==> config.mk <==
export PLATFORM = sky130hd
export DESIGN_NAME = sqr_gen
export DESIGN_NICKNAME = d
export VERILOG_FILES = /design/src/rtl/sqr_pkg.sv /design/src/rtl/sqr_fold.sv /design/src/rtl/sqr_sum.sv /design/src/rtl/sqr_gen.sv
export SDC_FILE = /design/constraint.sdc
export NUM_CORES = 1
export LEC_CHECK = 0
export CAP_MARGIN = 10
export CORE_UTILIZATION = 45
export CTS_BUF_LIST = sky130_fd_sc_hd__clkbuf_16
export DETAILED_ROUTE_END_ITERATION = 12
export HOLD_SLACK_MARGIN = 0.03
export SETUP_SLACK_MARGIN = 0.4
export SYNTH_ARGS = -nofsm -noshare
export SYNTH_HDL_FRONTEND = slang
export SYNTH_SLANG_ARGS = --single-unit
==> constraint.sdc <==
create_clock -name clk_i -period 4.83 [get_ports clk_i]
set_input_delay 0.966 -clock clk_i [delete_from_list [all_inputs] [get_ports clk_i]]
set_output_delay 0.966 -clock clk_i [all_outputs]
set_load 0.02 [all_outputs]
==> src/rtl/sqr_pkg.sv <==
package sqr_pkg;
  localparam int unsigned SQ_IN_W    = 16;
  localparam int unsigned SQ_LATENCY = 3;  // capture, terms, sum
endpackage

==> src/rtl/sqr_fold.sv <==
// One fold step on a W-bit operand held in an OW-bit vector.
module sqr_fold #(
  parameter int unsigned OW = 16,
  parameter int unsigned W  = 16
) (
  input  logic [OW-1:0]   op_i,
  output logic [OW-1:0]   rem_o,
  output logic [2*OW-1:0] diff_o,
  output logic            zero_o
);
  localparam int unsigned M  = W - 2;
  localparam int unsigned DW = 2 * OW;
  localparam logic [OW-1:0] LMASK = {OW{1'b1}} >> (OW - M);
  localparam logic [DW-1:0] ONE   = {{(DW-1){1'b0}}, 1'b1};

  logic [1:0]    sel;
  logic [OW-1:0] low, low_n;
  logic [DW-1:0] lo_x, lon_x;

  assign sel   = op_i[W-1:W-2];
  assign low   = op_i & LMASK;
  assign low_n = (op_i ^ LMASK) & LMASK;  // one's complement of the lower bits
  assign lo_x  = {{OW{1'b0}}, low};
  assign lon_x = {{OW{1'b0}}, low_n};

  always_comb begin
    unique case (sel)
      2'b00:   diff_o = '0;
      2'b10:   diff_o = (ONE << (2*M + 2)) | (lo_x << (M + 2));
      2'b01:   diff_o = (lo_x << (M + 2)) | (lon_x << 1) | ONE;
      default: diff_o = (ONE << (2*M + 3)) | (lo_x << (M + 3)) | (lon_x << 1) | ONE;
    endcase
  end

  assign rem_o  = sel[0] ? low_n : low;
  assign zero_o = ~|diff_o;
endmodule

==> src/rtl/sqr_sum.sv <==
module sqr_sum #(
  parameter int unsigned DW = 32,
  parameter int unsigned N  = 8
) (
  input  logic [N-1:0][DW-1:0] terms_i,
  output logic [DW-1:0]        sum_o
);
  always_comb begin
    sum_o = '0;
    for (int i = 0; i < N; i++) sum_o = sum_o + terms_i[i];
  end
endmodule

==> src/rtl/sqr_gen.sv <==
module sqr_gen
  import sqr_pkg::*;
#(
  parameter int unsigned WIDTH = SQ_IN_W
) (
  input  logic                 clk_i,
  input  logic                 rst_ni,
  input  logic                 in_valid_i,
  output logic                 in_ready_o,
  input  logic [WIDTH-1:0]     in_data_i,
  output logic                 out_valid_o,
  input  logic                 out_ready_i,
  output logic [2*WIDTH-1:0]   sq_o,
  output logic [WIDTH/2-1:0]   zero_o
);
  localparam int unsigned STEPS = WIDTH / 2;
  localparam int unsigned DW    = 2 * WIDTH;

  logic                       adv;
  logic                       v1_q, v2_q;
  logic [WIDTH-1:0]           op_q;
  logic [STEPS-1:0][DW-1:0]   diff_c, diff_q;
  logic [STEPS-1:0]           zero_c, zero_q;
  logic [DW-1:0]              sum_c;
  logic [WIDTH-1:0]           fold_tail;

  assign adv        = ~out_valid_o | out_ready_i;
  assign in_ready_o = adv;

  for (genvar k = 0; k < STEPS; k++) begin : g_fold
    logic [WIDTH-1:0] op_in, rem;
    if (k == 0) begin : g_first
      assign op_in = op_q;
    end else begin : g_next
      assign op_in = g_fold[k-1].rem;
    end
    sqr_fold #(.OW(WIDTH), .W(WIDTH - 2*k)) u_fold (
      .op_i   (op_in),
      .rem_o  (rem),
      .diff_o (diff_c[k]),
      .zero_o (zero_c[k])
    );
  end

  assign fold_tail = g_fold[STEPS-1].rem;

  sqr_sum #(.DW(DW), .N(STEPS)) u_sum (
    .terms_i (diff_q),
    .sum_o   (sum_c)
  );

  always_ff @(posedge clk_i or negedge rst_ni) begin
    if (!rst_ni) begin
      v1_q        <= 1'b0;
      v2_q        <= 1'b0;
      out_valid_o <= 1'b0;
      op_q        <= '0;
      diff_q      <= '0;
      zero_q      <= '0;
      sq_o        <= '0;
      zero_o      <= '0;
    end else if (adv) begin
      v1_q        <= in_valid_i;
      v2_q        <= v1_q;
      out_valid_o <= v2_q;
      if (in_valid_i) op_q <= in_data_i;
      if (v1_q) begin
        diff_q <= diff_c;
        zero_q <= zero_c;
      end
      if (v2_q) begin
        sq_o   <= sum_c;
        zero_o <= zero_q;
      end
    end
  end
endmodule

==> metrics.md <==
| Metric | Value |
|---|---|
| Max-cap violations | 0 |
| GRT Residual Overflow | 0 |
| Worst hold path class | flip-flop to flip-flop |
| Antenna diodes | 0 |
| Synth area leaders | dfrtp_1 37%, fa_1 11%, ha_1 11% |
| Final Setup Violations | 0 |
| Drt first pass iters | 7 |
| RePlAce Congestion | 0.854 |
| Count of pins over their slew limit | 0 |
| Sequential share of the synthesized area | approximately 37% |
| Pin count of the biggest net entering global routing | approximately 110 |
| Detailed-route wire length | about 36,000 um |
| EDFF count, synth | 0 |
| First-pass GRT wire length | ~57,000 um |
| Clk buf depth | 3 |
| Largest family of logic cells by synthesized area | adder cells |
| Initial Util | 46.0% |
| Critical Path Fanout Max | 3 |
| Mean Syn Cell Area | between 9 and 10 um2 |
| Final Util | around 53% |
| TNS Setup | 0 ns |
| Mapped Nets | ~1.7k |
| Top-count cell post-synth | nand2_1 |
| Synth Flop Type | dfrtp_1 |
| Max Freq | ~0.22 GHz |
| Slew headroom | around a third |
| Gr usage total | about a quarter |
| Via Count | between 10k and 15k |
| Post-synthesis compound-gate area fraction | about 15% |
| Top Ports | 62 |
| Final period utilization | between 90% and 100% |
| Die ar. | between 30,000 and 40,000 um2 |
| Top post-synthesis cells by count | 206 x nand2_1, 203 x dfrtp_1, 174 x inv_1 |
| CTS tree | done |
| Yosys cell types | between 60 and 70 |
| Clock input transition at the sequential cells of the worst setup and hold paths | about 0.06 ns |
| Root buffer cell | clkbuf_16 |
| Clock Latency Late Sink | roughly 0.52 ns |
| Simple-Gate Fraction of Synth Area | about an eighth |
| Share of cells above drive strength 1 | 10.6% |
| DRT iter0 DRCs | approximately 730 |
| CP Class | flip-flop to flip-flop |
| Layout Skew | roughly 0.0075 ns |
| DIE HEIGHT | ~180 um |
| Setup crit end kind | flip-flop |
| Critical Path RT | 5.21 ns |
| Worst setup SP type | flip-flop |
| Post-Syn Area | between 10,000 and 15,000 um2 |
| DRT antenna net count | 0 |
| FP Rows | 63 |
| Slew @ Worst Pin | about 1 ns |
| DPL Wire Length | ~26,000 um |
| XOR/XNOR share of the synthesized area | under 10% |
| Post-synthesis adder-cell area fraction | approximately a fifth |
| # fillers | about 2.8k |
| Via/cell ratio | between 5 and 6 |
| DRC Markers | 0 |
| RSZ-0062 raised after global routing | yes |
| H-tree levels | 1 |
| Status | completed |
| Hold Violations, Final | 0 |
| Crit path DAT | around 4.9 ns |
| Mux cell area share after synthesis | under 10% |
| PnR worst setup slack | around 0.32 ns |
| CTS Sinks | about 200 |
| Total CTS buffers | 24 |
| FF+latch count, synth | 203 |
| Pre-CTS WS | 0.175 ns |
| Ys async rst share | 100% |
| WL per Instance | around 19 um |
| YS warnings | 0 |
| Core area | approximately 30,000 um2 |
| Chip width | about 180 um |
| Tmin final | 4.51 ns |
| Number of global-route vias before repair | between 10k and 15k |
| P&R area growth vs syn | 15.0% |
| Port bufs | 61 |
| Synth Instances | between 1k and 1.5k |
| Area leader, netlist | dfrtp_1 |
| Share of the synthesized area in the top cell type | between 30% and 40% |
| Nets@finish | between 1.5k and 2k |
| Initial antenna violation count | 0 |
## kinds of logic (layout without fill, tap and decap cells)
logic type	after synthesis	count (layout)
XOR/XNOR	59	59
flip-flops	203	203
AND/OR/NAND/NOR	398	398
buffers and inverters	267	324
AO/OA/AOI/OAI	325	325
adder cells (fa/ha/maj)	190	190
multiplexers	28	28
## final timing paths
path / startpoint / endpoint / slack [ns] / depth (start not counted)
setup / recovery: diff_q[164] / sq_o[18] / 0.32 / 17
hold / removal: zero_q[1] / zero_q[1] / 0.46 / 2
setup reg to reg: diff_q[164] / sq_o[18] / 0.32 / 17
hold reg to reg: zero_q[1] / zero_q[1] / 0.46 / 2
max in group asynchronous: rst_ni / diff_q[43] / 3.15 / 2
min in group asynchronous: rst_ni / zero_q[7] / 0.53 / 1
## cells in the final DEF (no fill, tap or decap), types with 4 or more instances in the layout
| master | netlist | final |
|---|---|---|
| a211oi_1 | 9 | 8 |
| a21o_1 | 11 | 11 |
| a21oi_1 | 56 | 52 |
| a21oi_2 | 1 | 5 |
| a221oi_1 | 19 | 18 |
| a31oi_1 | 7 | 6 |
| and3_1 | 4 | 4 |
| buf_4 | 0 | 40 |
| clkbuf_16 | 0 | 25 |
| clkdlybuf4s50_1 | 0 | 60 |
| clkinv_1 | 0 | 4 |
| clkinv_2 | 0 | 5 |
| dfrtp_1 | 203 | 203 |
| fa_1 | 74 | 70 |
| fa_2 | 0 | 4 |
| ha_1 | 116 | 109 |
| ha_4 | 0 | 6 |
| inv_1 | 174 | 173 |
| inv_2 | 1 | 10 |
| mux2_2 | 28 | 28 |
| nand2_1 | 206 | 203 |
| nand2b_1 | 8 | 8 |
| nand3_1 | 16 | 15 |
| nand3b_1 | 12 | 12 |
| nand4_1 | 11 | 11 |
| nor2_1 | 86 | 86 |
| nor3_1 | 27 | 25 |
| nor4_1 | 7 | 7 |
| o21a_1 | 18 | 18 |
| o21ai_0 | 126 | 124 |
| o21ai_1 | 13 | 14 |
| o21bai_1 | 4 | 4 |
| o221ai_1 | 23 | 23 |
| o22ai_1 | 5 | 5 |
| o31ai_1 | 7 | 7 |
| or3_1 | 6 | 6 |
| xnor2_1 | 40 | 40 |
| xor2_1 | 19 | 18 |
## stage by stage
| step | hold slack, ns | cells | instance area [um2] |
|---|---|---|---|
| floorplan | 0.433 | 1470 | 13700 |
| global placement | 0.447 | 1856 | 14700 |
| detailed placement | 0.453 | 1856 | 14700 |
| CTS | 0.465 | 1911 | 15700 |
| global route | 0.491 | 1917 | 15800 |
| finish | 0.461 | 1917 | 15800 |
## flip-flops by register name, indices dropped and copies added (netlist names)
register / count
zero_q: 8
v2_q: 1
zero_o: 8
sq_o: 32
v1_q: 1
out_valid_o: 1
g_fold.op_in: 16
diff_q: 136
## critical path, stage by stage (launching register included)
cell       delay, ns
dfrtp_1         0.40
fa_1            0.52
fa_1            0.52
inv_1           0.05
fa_1            0.54
inv_2           0.05
fa_1            0.56
ha_4            0.23
buf_6           0.12
a21o_1          0.15
a21oi_2         0.18
buf_4           0.15
a2111oi_4       0.06
buf_4           0.17
o31ai_4         0.30
nand2_1         0.11
xnor2_1         0.19
o21ai_1         0.08
## layer usage
| layer | vias up | routed length (um) | global-route usage (%) |
|---|---|---|---|
| met5 | - | 0 | 0 |
| met1 | 4981 | 17300 | 34.7 |
| met3 | 59 | 2110 | 4.05 |
| li1 | 5023 | - | - |
| met2 | 325 | 15600 | 36.0 |
| met4 | 0 | 1000 | 6.97 |
## what timing repair did
item,in CTS,in global routing
pin swaps,26,30
buffers inserted,11,6
setup endpoints to repair,19,20
resized for setup,27,20
hold buffers,0,0
## cell type report
cell class / instances / area, um2 / share of cell area (%)
flip-flops and latches: 203 / 5080 / 32.2
inverters: 175 / 657 / 4.16
multi-input cells: 1000 / 7830 / 49.6
clock inverters: 19 / 130 / 0.825
well taps: 390 / 488 / 3.09
clock buffers: 25 / 626 / 3.97
repair buffers: 105 / 968 / 6.14
Power is left out: the tool's default activity adds up to more than one toggle a clock period on the data nets, which glitch-free logic cannot reach.
